===== config.mk =====
export PLATFORM = sky130hd
export DESIGN_NAME = ivtimer
export DESIGN_NICKNAME = d
export VERILOG_FILES = /design/src/rtl/ivt_pkg.sv /design/src/rtl/ivt_counter.sv /design/src/rtl/ivt_regs.sv /design/src/rtl/ivtimer.sv
export SDC_FILE = /design/constraint.sdc
export NUM_CORES = 1
export LEC_CHECK = 0
export BUFFER_PORTS_ARGS = -buffer_cell sky130_fd_sc_hd__clkbuf_2
export CAP_MARGIN = 20
export CORE_UTILIZATION = 61
export DETAILED_ROUTE_END_ITERATION = 8
export MAX_ROUTING_LAYER = met4
export PLACE_DENSITY = 0.95
export SETUP_SLACK_MARGIN = 0.2
export SLEW_MARGIN = 20
export SYNTH_ARGS = -nofsm -noshare
export SYNTH_HDL_FRONTEND = slang
export SYNTH_SLANG_ARGS = --single-unit

===== constraint.sdc =====
create_clock -name clk -period 3.2 [get_ports clk]
set_input_delay 0 -clock clk [delete_from_list [all_inputs] [get_ports clk]]
set_output_delay 0 -clock clk [all_outputs]
set_load 0.005 [all_outputs]

===== src/rtl/ivt_pkg.sv =====
package ivt_pkg;
   localparam int CTL_EN   = 0;
   localparam int CTL_RLD  = 1;
   localparam int CTL_IE   = 2;
   localparam int CTL_OW   = 3;
   localparam int CTL_FLAG = 4;
   localparam int CTL_BITS = 5;

   typedef enum logic [1:0] {
      A_CTRL  = 2'd0,
      A_MOD   = 2'd1,
      A_COUNT = 2'd2,
      A_NONE  = 2'd3
   } ivt_addr_e;

   typedef struct packed {
      logic flag;
      logic ow;
      logic ie;
      logic rld;
      logic en;
   } ivt_ctl_t;
endpackage


===== src/rtl/ivt_counter.sv =====
module ivt_counter #(
   parameter int CNT_W = 16
) (
   input  logic             clk,
   input  logic             rst_n,
   input  logic             step,
   input  logic             rld,
   input  logic             load,
   input  logic [CNT_W-1:0] load_val,
   input  logic [CNT_W-1:0] modv,
   output logic [CNT_W-1:0] cnt,
   output logic             zero_hit
);
   localparam logic [CNT_W-1:0] ALL_ONES = {CNT_W{1'b1}};

   logic [CNT_W-1:0] nxt;

   always_comb begin
      if (cnt == '0) nxt = rld ? modv : ALL_ONES;
      else           nxt = cnt - 1'b1;
   end

   assign zero_hit = step && !load && (nxt == '0);

   always_ff @(posedge clk) begin
      if (!rst_n)    cnt <= ALL_ONES;
      else if (load) cnt <= load_val;
      else if (step) cnt <= nxt;
   end

   AST_HOLD_IDLE: assert property (@(posedge clk) disable iff (!rst_n)
      (!step && !load) |=> $stable(cnt));
   AST_RELOAD: assert property (@(posedge clk) disable iff (!rst_n)
      (step && !load && rld && cnt == '0) |=> (cnt == $past(modv)));
   AST_WRAP: assert property (@(posedge clk) disable iff (!rst_n)
      (step && !load && !rld && cnt == '0) |=> (cnt == ALL_ONES));
   AST_OVERWRITE: assert property (@(posedge clk) disable iff (!rst_n)
      load |=> (cnt == $past(load_val)));
endmodule


===== src/rtl/ivt_regs.sv =====
module ivt_regs
   import ivt_pkg::*;
#(
   parameter int               CNT_W   = 16,
   parameter logic [CNT_W-1:0] RST_MOD = {CNT_W{1'b1}}
) (
   input  logic             clk,
   input  logic             rst_n,
   input  logic             wr_ctrl,
   input  logic             wr_mod,
   input  logic [CNT_W-1:0] wdata,
   input  logic             set_evt,
   output ivt_ctl_t         ctl,
   output logic [CNT_W-1:0] modv
);
   logic clr_req;
   assign clr_req = wr_ctrl && wdata[CTL_FLAG];

   always_ff @(posedge clk) begin
      if (!rst_n) begin
         ctl  <= '0;
         modv <= RST_MOD;
      end else begin
         if (wr_ctrl) begin
            ctl.en  <= wdata[CTL_EN];
            ctl.rld <= wdata[CTL_RLD];
            ctl.ie  <= wdata[CTL_IE];
            ctl.ow  <= wdata[CTL_OW];
         end
         if (set_evt)      ctl.flag <= 1'b1;
         else if (clr_req) ctl.flag <= 1'b0;
         if (wr_mod) modv <= wdata;
      end
   end

   AST_FLAG_SET: assert property (@(posedge clk) disable iff (!rst_n)
      set_evt |=> ctl.flag);
   AST_FLAG_CLR: assert property (@(posedge clk) disable iff (!rst_n)
      (clr_req && !set_evt) |=> !ctl.flag);
   AST_FLAG_KEEP: assert property (@(posedge clk) disable iff (!rst_n)
      (!clr_req && !set_evt) |=> $stable(ctl.flag));
endmodule


===== src/rtl/ivtimer.sv =====
module ivtimer
   import ivt_pkg::*;
#(
   parameter int               CNT_W    = 16,
   parameter int               ADDR_W   = 2,
   parameter logic [CNT_W-1:0] RST_MOD  = {CNT_W{1'b1}},
   parameter bit               READ_REG = 1'b0
) (
   input  logic              clk,
   input  logic              rst_n,
   input  logic              tick,
   input  logic              bus_sel,
   input  logic              bus_wr,
   input  logic [ADDR_W-1:0] bus_addr,
   input  logic [CNT_W-1:0]  bus_wdata,
   output logic [CNT_W-1:0]  bus_rdata,
   output logic              irq
);
   localparam int PAD_W = CNT_W - CTL_BITS;

   if (CNT_W < CTL_BITS) begin : g_bad_width
      $error("ivtimer: CNT_W must hold the control word");
   end
   if (ADDR_W < 2) begin : g_bad_addr
      $error("ivtimer: ADDR_W must be at least 2");
   end

   ivt_ctl_t         ctl;
   logic [CNT_W-1:0] modv;
   logic [CNT_W-1:0] cnt;
   logic             zero_hit;
   logic             wr_ctrl, wr_mod, rd_en, step, load;
   logic [CNT_W-1:0] rd_mux;

   assign wr_ctrl = bus_sel && bus_wr && (bus_addr == ADDR_W'(A_CTRL));
   assign wr_mod  = bus_sel && bus_wr && (bus_addr == ADDR_W'(A_MOD));
   assign rd_en   = bus_sel && !bus_wr;
   assign step    = tick && ctl.en;
   assign load    = wr_mod && ctl.ow;

   ivt_regs #(.CNT_W(CNT_W), .RST_MOD(RST_MOD)) u_regs (
      .clk     (clk),
      .rst_n   (rst_n),
      .wr_ctrl (wr_ctrl),
      .wr_mod  (wr_mod),
      .wdata   (bus_wdata),
      .set_evt (zero_hit),
      .ctl     (ctl),
      .modv    (modv)
   );

   ivt_counter #(.CNT_W(CNT_W)) u_counter (
      .clk      (clk),
      .rst_n    (rst_n),
      .step     (step),
      .rld      (ctl.rld),
      .load     (load),
      .load_val (bus_wdata),
      .modv     (modv),
      .cnt      (cnt),
      .zero_hit (zero_hit)
   );

   always_comb begin
      rd_mux = '0;
      if (rd_en) begin
         case (bus_addr)
            ADDR_W'(A_CTRL):  rd_mux = {{PAD_W{1'b0}}, ctl};
            ADDR_W'(A_MOD):   rd_mux = modv;
            ADDR_W'(A_COUNT): rd_mux = cnt;
            default:          rd_mux = '0;
         endcase
      end
   end

   if (READ_REG) begin : g_rd_reg
      always_ff @(posedge clk) begin
         if (!rst_n) bus_rdata <= '0;
         else        bus_rdata <= rd_mux;
      end
   end else begin : g_rd_comb
      assign bus_rdata = rd_mux;
   end

   assign irq = ctl.flag && ctl.ie;

   AST_IRQ_DROP: assert property (@(posedge clk) disable iff (!rst_n)
      (wr_ctrl && !bus_wdata[CTL_IE]) |=> !irq);
   AST_COUNT_RO: assert property (@(posedge clk) disable iff (!rst_n)
      (bus_sel && bus_wr && bus_addr == ADDR_W'(A_COUNT) && !step) |=> $stable(cnt));
endmodule


======== Word-level counts from Yosys, hierarchy flattened ========
Cells that the tools add are included.
storage, ports and cells
  bits in registers ....................... 37
  bits of input ports ..................... 23
cells by class
  multiplexer cells ....................... 8
  add/subtract/negate cells ............... 1
  reduce and logical (&&, ||, !) cells .... 17
  eq/ne operators ......................... 2
operator list
  kind                                                 number
  2-to-1 mux 16 bit                                    5
  case mux 16 bit (3 select lines)                     1
  logical NOT 16 bit                                   2
  subtractor 16 x 1 -> 16 bit, second input constant   1
  logical AND 1 bit                                    10
  nonzero test 2 bit                                   2
  equality test 2 x 1 -> 1 bit, second input constant  1
  equality test 2 bit, second input constant           1
  logical NOT 1 bit                                    2
  logical NOT 2 bit                                    1
  2-to-1 mux 1 bit                                     2

======== Logic depth before layout (Yosys ltp) ========
Gate-level depths: netlist (run 1).
  depth in word-level cells ............... 7
  depth in mapped cells ................... 10
  depth with buffers taken out ............ 8

======== Hierarchy ========
Synthesis (run 1) repeated with hierarchy kept, for this count alone.
unflattened totals
  cells, all modules ...................... 330
  area, all modules ....................... 2,750.1 um^2
by module, submodules not included
  module       area an instance (um^2)  instances  cells each
  ivt_counter  1,476.4                  1          203
  ivt_regs     764.5                    1          69
  ivtimer      509.2                    1          58

======== Worst setup path before layout (run 1) ========
No wires, ideal clock.
  path kind ............................... register to register
  from .................................... register u_counter.cnt[0]
  to ...................................... register, netlist name u_regs.ctl[4]
  arrival time ............................ 1.871 ns
  data required time ...................... 3.084 ns
  buffers on the path ..................... 0
  stages on the path, launching flop included .. 9
  library setup time ...................... 0.116 ns
  path slack .............................. 1.213 ns
  cell sequence ........................... dfxtp_1 > inv_1 > ha_1 > nor3b_1 > nand4_1 > xor2_1 > a21oi_1 > nor4_1 > a31o_1
on the way
  cells in the longest elaborated chain, start to end .. 5
  elaborated cells on any way between the ends .. 7
RTL lines
  element                                                                   RTL line                              source
  start: declaration                                                        ivt_counter.sv:11                     output logic [CNT_W-1:0] cnt,
  start signal: assignment                                                  ivt_counter.sv:27                     else if (load) cnt <= load_val;
  start signal: assignment                                                  ivt_counter.sv:28                     else if (step) cnt <= nxt;
  subtractor 16 x 1 -> 16 bit / logical NOT 16 bit (equally long branches)  ivt_counter.sv:20, ivt_counter.sv:19
  2-to-1 mux 16 bit *                                                       ivt_counter.sv:19                     if (cnt == '0) nxt = rld ? modv : ALL_ONES;
  logical NOT 16 bit *                                                      ivt_counter.sv:23                     assign zero_hit = step && !load && (nxt == '0);
  logical AND 1 bit *                                                       ivt_counter.sv:23
  2-to-1 mux 1 bit / nonzero test 2 bit (equally long branches)             --
Mark *: on every way between the ends. The rest lies on a longest branch, timed or not.
A chain may end at the register's enable or synchronous reset.

======== Final worst setup path (run 1) ========
  from .................................... register u_counter.cnt[0]
  to ...................................... register, netlist name u_regs.ctl[4]
on the way
  cells in the longest elaborated chain, start to end .. 5
  elaborated cells on any way between the ends .. 7
RTL lines
  element                                                                   RTL line
  subtractor 16 x 1 -> 16 bit / logical NOT 16 bit (equally long branches)  ivt_counter.sv:20, ivt_counter.sv:19
  2-to-1 mux 16 bit *                                                       ivt_counter.sv:19
  logical NOT 16 bit *                                                      ivt_counter.sv:23
  logical AND 1 bit *                                                       ivt_counter.sv:23
  2-to-1 mux 1 bit / nonzero test 2 bit (equally long branches)             --
Marked as above.

==> qor.csv, run 1 <==
metric;value;unit
status;finished with violations;
failing checks;hold timing;
top cell type by total area after synthesis;dfxtp_1;
commonest cells in the netlist;49 x nand2_1, 38 x nor2_1, 37 x dfxtp_1;
post-synthesis mux area share;5.02;%
Avg Inst Size Synth;7.30;um^2
core area;3720;um^2
worst min path class;in -> reg;
wire per inst;17.4;um
WP data required;3.44;ns
port bufs;39;
hpwl dp;4770;um
I/O pins;40;
Die Y-Extent;64.6;um
gr usage total;37.9;%
post-layout min period;2.59;ns
clk_lat worst skew;0.29;ns
Worst-path clk slew;0.07;ns
initial antenna violation count;0;
first-pass GRT wire length;11600;um
worst clock skew;0.00375;ns
Slew Limit Fails;0;
total power;1.02;mW
vias in the first global route;2414;
Max Cap Viol;0;
Final nets;390;
CTS root buffer;clkbuf_8;
final design utilization;75.5;%
Routed Wire Length;7190;um
CP Cell Sequence;inv_1, ha_1, nor4b_1, nand4_2, or2_1, o221a_1, nor4_1, a31o_1;
endpoints failing hold;1;
main combinational cell family by area after synthesis;simple AND/OR/NAND/NOR gates;
full die area;4180;um^2
number of H-tree levels;2;
startpoint types;flop;
Seq cells post-synth;37;
fillcell total;290;
worst-margin pin slew;0.878;ns
largest net degree at the start of global routing;39;
CTS resizes;0;
DIE WIDTH;64.6;um
Finished Cell Area;2810;um^2
Peak Freq;0.387;GHz
antenna viol nets, final;0;
Synth Area in Compound Gates;19.1;%
WHS;-0.00239;ns
via count;2650;
setup TNS;0;ns
register area share after synthesis;30.9;%
CP Buf/Inv Count;1;
DRC;0;
share of cells above drive strength 1;14.8;%
post-synthesis xor/xnor area fraction;2.93;%
dpl cell area;2540;um^2
Setup Crit Path Kind;reg -> reg;
top cells by area, synth;dfxtp_1 31%, nand2_1 7.7%, nor2_1 6.0%;
delay-heaviest family, CP;simple AND/OR/NAND/NOR gates;
antenna cells;0;
count of cell types in the netlist;47;
Post-Syn Instances;328;
Starting DRT DRC Count;356;
Worst slew margin;41.3;%
post-synthesis cell area;2390;um^2
RSZ-0062 raised after global routing;false;
Syn. warnings;0;
Worst Path Arrival;2.83;ns
vias per inst;6.40;
PwrDens;363;nW/um^2
CTS tree;yes;
CTS Buffer Depth;2;
Clock Sink Count;37;
Crit Path Max Fanout;15;
Synth Net Count;353;
Crit path largest cell delay;0.42;ns
Synth top area share;30.9;%
grt total ovfl;0;
VDD IR-drop max;337;uV
slowest CP cell;nand4_2;
ys flop type;dfxtp_1;
simple-gate share of the synthesized area;34.6;%
Num CTS Buffers;5;
Initial DRT Pass Iterations;6;
Rows;22;
ys async rst share;0;%
nature of the critical path endpoint;flop;
Starting Density;64.4;%
global placement routability congestion;1.04;
leakage;1.17;nW
final setup violation count;0;
Layout area overhead;17.2;%
count leader, synth;nand2_1;
final period utilization;80.8;%
post-synthesis adder-cell area fraction;1.05;%
EDFF count, synth;0;
[cell usage in the layout, fill, tap and decap left out, types with 5 or more instances in the layout]
cell type,instances
dlygate4sd3_1,15
o21ai_0,10
nor2_1,38
nand3_1,24
xor2_1,6
nor2b_1,7
a22oi_1,11
o21ai_1,5
nor3_1,13
mux2i_1,12
dfxtp_1,37
and2_1,12
inv_1,5
a211oi_1,10
clkbuf_8,5
clkbuf_2,39
a21oi_1,17
nand2_1,49
[logic make-up (layout without fill, tap and decap cells)]
logic type                 Yosys count  count (layout)
adders and majority gates            2               2
AOI/OAI and AO/OA                   69              69
and+or+nand+nor                    167             167
buffers and inverters               33              71
DFF                                 37              37
xor gates and xnor gates             8               8
muxes                               12              12
[cell type report]
type / count / area, um^2 / area share (%)
Clock buffer: 6 / 72.6 / 2.59
Sequential cell: 37 / 741 / 26.4
Clock inverter: 2 / 38.8 / 1.38
Tap cell: 48 / 60.1 / 2.14
Inverter: 5 / 18.8 / 0.669
Multi-Input combinational cell: 258 / 1500 / 53.4
Timing Repair Buffer: 58 / 375 / 13.4
[metal layers]
metal	vias up	global-route usage, %	wire length [um]
met1	1224	49.1	3090
met4	0	15.6	250
li1	1236	-	-
met5	-	-	0
met2	153	58.6	3260
met3	37	6.16	592
[state kept, by name, summed over array words and instances, names as in the netlist]
name           cells
u_regs.ctl         5
u_counter.cnt     16
u_regs.modv       16
[through the flow]
step                hold WS [ns]  setup WS (ns)  cells
floorplan                  0.124           1.21    328
global placement           0.225          0.730    391
detailed placement         0.232          0.677    391
CTS                      0.00351          0.653    414
global route              0.0117          0.348    414
finish                  -0.00239          0.614    414
[power breakdown]
part	switching [mW]	total, mW	internal [mW]
combinational	0.0676	0.126	0.0583
clock	0.172	0.406	0.234
sequential	0.0139	0.485	0.471
[final timing paths]
check | startpoint | endpoint | slack (ns) | cells after the start
max | u_counter.cnt[0] | u_regs.ctl[4] | 0.61 | 8
min | bus_wdata[1] | u_regs.modv[1] | -0.002 | 3
max reg2reg | u_counter.cnt[0] | u_regs.ctl[4] | 0.61 | 8
min reg2reg | u_regs.modv[4] | u_regs.modv[4] | 0.50 | 2
[what timing repair did]
| action | CTS | global route |
|---|---|---|
| hold buffers | 15 | 0 |
| setup buffers | 0 | 0 |
| endpoints found under the hold margin | 21 | 0 |
[worst min-delay path, cell delays in order]
cell and delay, ns:
clkbuf_2 0.11, nand2_1 0.06, nand3_1 0.08
(Power assumes the default switching activity.)
==> run 2: changes to the inputs <==
- CORE_UTILIZATION: 61 -> 56
- PLACE_DENSITY: 0.95 -> 0.9
- clock period: 3.2 -> 2.5 ns (I/O delays scaled with it)
==> qor.csv, run 2 (synthesized netlist as in run 1, its figures left out) <==
metric;value;unit
grt total ovfl;0;
vias per inst;6.29;
commonest non-fill, non-tap cell in the layout;nand2_1;
core area;4060;um^2
Worst Path Arrival;2.39;ns
Initial DRT Pass Iterations;6;
WP data required;2.68;ns
Layout area overhead;19.9;%
first-pass GRT wire length;11800;um
dpl cell area;2590;um^2
fillcell total;333;
CTS root buffer;clkbuf_8;
Routed Wire Length;7530;um
port bufs;39;
post-layout min period;2.21;ns
Starting Density;59.0;%
Rows;23;
Finished Cell Area;2870;um^2
full die area;4540;um^2
postcts setup bufs;0;
global placement routability congestion;1.04;
final setup violation count;0;
largest registers;u_counter.cnt: 16 flops, u_regs.modv: 16 flops, u_regs.ctl: 5 flops;
final period utilization;88.6;%
worst min path class;in -> reg;
worst setup margin;0.286;ns
wire per inst;17.8;um
WHS;0.0867;ns
Peak Freq;0.452;GHz
leakage;1.20;nW
largest net degree at the start of global routing;23;
Worst slew margin;40.6;%
hpwl dp;5120;um
startpoint types;flop;
gr usage total;36.7;%
CTS Buffer Depth;2;
antenna viol nets, final;0;
share of cells above drive strength 1;16.6;%
endpoints failing hold;0;
most frequent cells in the layout;49 x nand2_1, 39 x clkbuf_2, 38 x nor2_1, 36 x dfxtp_1, 24 x nand3_1;
I/O pins;40;
worst clock skew;0.00594;ns
Setup WS pre-CTS;0.323;ns
worst-margin pin slew;0.884;ns
final design utilization;70.7;%
Crit Path Max Fanout;20;
nature of the critical path endpoint;flop;
DRC;0;
number of H-tree levels;2;
non-filler instance count after layout;423;
Die Y-Extent;67.4;um
Setup Crit Path Kind;reg -> reg;
clk_lat worst skew;0.29;ns
via count;2660;
RSZ-0062 raised after global routing;false;
CTS tree;yes;
total power;1.31;mW
antenna cells;0;
initial antenna violation count;0;
Worst-path clk slew;0.07;ns
Starting DRT DRC Count;360;
VDD IR-drop max;413;uV
Clock Sink Count;37;
Max Cap Viol;0;
Slew Limit Fails;0;
Final nets;397;
Num CTS Buffers;5;
PwrDens;456;nW/um^2
status;finished clean;
setup TNS;0;ns
DIE WIDTH;67.4;um
vias in the first global route;2294;
DP Cell Count;399;
[run 2: per-layer routing]
layer	share of wire, %	routed length [um]	global-route usage (%)	vias up
met1	43	3270	50.8	1234
met5	0	0	-	-
met4	2.4	177	13.6	0
met3	9.3	697	6.08	19
li1	-	-	-	1246
met2	45	3390	53.0	161
[run 2: critical path, stage by stage, from the launching register on]
cell and delay [ns]:
dfxtp_1 0.38, nor4_4 0.52, nand4_2 0.19, buf_4 0.25, nor3_1 0.19, a31oi_1 0.10, a211oi_1 0.37, o21ai_1 0.09
[run 2: layout make-up]
type	instances	area, um^2	share of cell area (%)
clock inverter	2	38.8	1.35
clock buffer	6	72.6	2.53
timing repair buffer	65	430	15.0
sequential	37	742	25.9
tap	50	62.6	2.18
inverter	5	18.8	0.654
multi-input combinational	258	1510	52.4
[run 2: timing repair]
item                                    in CTS  in global routing
endpoints found under the setup margin       0                  8
hold buffers                                16                  0
endpoints found under the hold margin       25                  0
gates resized for setup                      0                  2
[run 2: worst paths after layout]
check | from | to | slack, ns | cells after the start
worst min register to register | u_regs.modv[12] | u_regs.modv[12] | 0.49 | 2
worst max register to register | u_counter.cnt[7] | u_counter.cnt[15] | 0.29 | 7
worst max-delay path | u_counter.cnt[7] | u_counter.cnt[15] | 0.29 | 7
worst min-delay path | rst_n | u_counter.cnt[4] | 0.09 | 2
[run 2: power breakdown]
part	internal, mW	total (mW)	switching [mW]
Clock	0.299	0.523	0.224
Combinational	0.0770	0.165	0.0884
Sequential	0.603	0.621	0.0178
==> run 3: changes to the inputs <==
- BUFFER_PORTS_ARGS: -buffer_cell sky130_fd_sc_hd__clkbuf_2 -> -buffer_cell sky130_fd_sc_hd__buf_2
==> qor.csv, run 3 (synthesized netlist as in run 1, its figures left out) <==
metric;value;unit
total power;1.34;mW
Crit path largest cell delay;0.45;ns
final period utilization;87.3;%
most frequent cells in the layout;49 x nand2_1, 39 x buf_2, 38 x nor2_1, 35 x dfxtp_1, 24 x nand3_1;
global placement routability congestion;0.997;
vias per inst;6.30;
Final nets;398;
clk_lat worst skew;0.30;ns
fillcell total;318;
initial antenna violation count;0;
worst flop-to-flop path startpoint;u_counter.cnt[0];
Worst Hold Endpoint;u_counter.cnt[4];
DIE WIDTH;67.4;um
WHS Path Cells;2;
Routed Wire Length;7550;um
Clock Sink Count;37;
clock share of power;41.6;%
vias in the first global route;2265;
Rows;23;
portion of total power attributed to combinational logic;12.1;%
worst clock skew;0.00719;ns
number of H-tree levels;2;
antenna viol nets, final;0;
commonest non-fill, non-tap cell in the layout;nand2_1;
Max Used Layer;met4;
status;finished clean;
Pint;1.00;mW
Max Cap Viol;0;
WP data required;2.64;ns
length of routed wiring on met1;3180;um
reg2reg setup slack;0.32;ns
first-pass GRT wire length;11600;um
setup TNS;0;ns
Starting Density;59.0;%
VDD IR-drop max;383;uV
CTS Buffer Depth;2;
worst-margin pin slew;0.807;ns
wire per inst;17.8;um
largest registers;u_counter.cnt: 16 flops, u_regs.modv: 16 flops, u_regs.ctl: 5 flops;
CTS tree;yes;
I/O pins;40;
Worst Hold Launch;rst_n;
gr usage total;36.1;%
R2R cell count;8;
DP Cell Count;399;
Worst Path Arrival;2.32;ns
grt total ovfl;0;
non-filler instance count after layout;424;
endpoints failing hold;0;
RSZ-0062 raised after global routing;true;
port bufs;39;
largest net degree at the start of global routing;39;
CTS root buffer;clkbuf_8;
Flop pwr share;46.3;%
final setup violation count;0;
Starting DRT DRC Count;334;
r2r endpoint;u_counter.cnt[0];
Die Y-Extent;67.4;um
CP Cell Sequence;inv_1, ha_1, nor4b_2, nand4_2, buf_4, and3_1, a2111oi_1, o21ai_1;
sw frac;25.2;%
Initial DRT Pass Iterations;5;
DR WL met2;3420;um
full die area;4540;um^2
leakage;1.22;nW
DRC;0;
Setup Crit Path Kind;reg -> reg;
hpwl dp;4940;um
Num CTS Buffers;5;
slowest CP cell;a2111oi_1;
startpoint types;flop;
via count;2671;
Crit Path Max Fanout;9;
DR WL met3;758;um
PwrDens;462;nW/um^2
Layout area overhead;21.3;%
antenna cells;0;
NetSw;0.338;mW
post-layout min period;2.18;ns
Slew Limit Fails;0;
nature of the critical path endpoint;flop;
worst min path class;in -> reg;
core area;4060;um^2
Peak Freq;0.458;GHz
Worst slew margin;45.8;%
Worst-path clk slew;0.08;ns
share of cells above drive strength 1;18.2;%
==> run 3: area by class of cell <==
| type | instances | area [um^2] | share of cell area [%] |
|---|---|---|---|
| flip-flops and latches | 37 | 743 | 25.6 |
| clock inverters | 2 | 37.5 | 1.29 |
| clock buffers | 6 | 82.6 | 2.84 |
| inverters | 5 | 18.8 | 0.646 |
| multi-input cells | 258 | 1520 | 52.4 |
| repair buffers | 66 | 438 | 15.1 |
| well taps | 50 | 62.6 | 2.15 |
==> run 3: through the flow <==
stage / hold slack (ns) / setup slack (ns) / area, um^2 / utilization, %
floorplan: 0.124 / 0.513 / 2390 / -
global placement: 0.223 / 0.352 / 2590 / 63.9
detailed placement: 0.230 / 0.250 / 2590 / 63.9
CTS: 0.165 / 0.265 / 2880 / 71.0
global route: 0.185 / 0.198 / 2900 / 71.6
finish: 0.182 / 0.318 / 2900 / 71.6
==> run 3: worst max path at each step <==
| stage | start | endpoint | slack (ns) | depth (start not counted) |
|---|---|---|---|---|
| floorplan | u_counter.cnt[0] | u_regs.ctl[4] | 0.51 | 8 |
| global placement | u_counter.cnt[4] | u_regs.ctl[4] | 0.35 | 6 |
| detailed placement | u_counter.cnt[0] | u_regs.ctl[4] | 0.25 | 8 |
| CTS | u_counter.cnt[4] | u_regs.ctl[4] | 0.26 | 6 |
| global route | u_counter.cnt[0] | u_regs.ctl[4] | 0.20 | 8 |
| finish | u_counter.cnt[0] | u_counter.cnt[0] | 0.32 | 8 |
==> run 3: power groups by stage <==
stage / Clock, mW / Sequential [mW] / Combinational (mW)
6_report: 0.559 / 0.622 / 0.162
4_1_cts: 0.559 / 0.620 / 0.158
2_1_floorplan: 0 / 0.627 / 0.0876
5_1_grt: 0.583 / 0.623 / 0.176
3_3_place_gp: 0 / 0.634 / 0.135
3_5_place_dp: 0 / 0.634 / 0.138
==> run 3: per-layer routing <==
metal	GRT usage, %	vias to the layer above
met5	-	-
met4	9.31	0
met3	7.43	30
met2	55.1	170
met1	48.3	1223
li1	-	1248
==> run 3: worst max-delay path, delay by kind of cell (launching register included) <==
family / cells / cell delay (ns)
buffers and inverters: 2 / 0.34
and+or+nand+nor: 3 / 0.55
AOI/OAI and AO/OA: 2 / 0.60
DFF: 1 / 0.37
adders and majority gates: 1 / 0.17
==> run 3: timing repair <==
item                                    in CTS  in global routing
buffers inserted                             0                  1
endpoints found under the setup margin       2                  4
hold buffers                                16                  0
endpoints found under the hold margin       25                  0
pin swaps                                    0                  1
gates cloned                                 0                  0
resized for setup                            2                  5
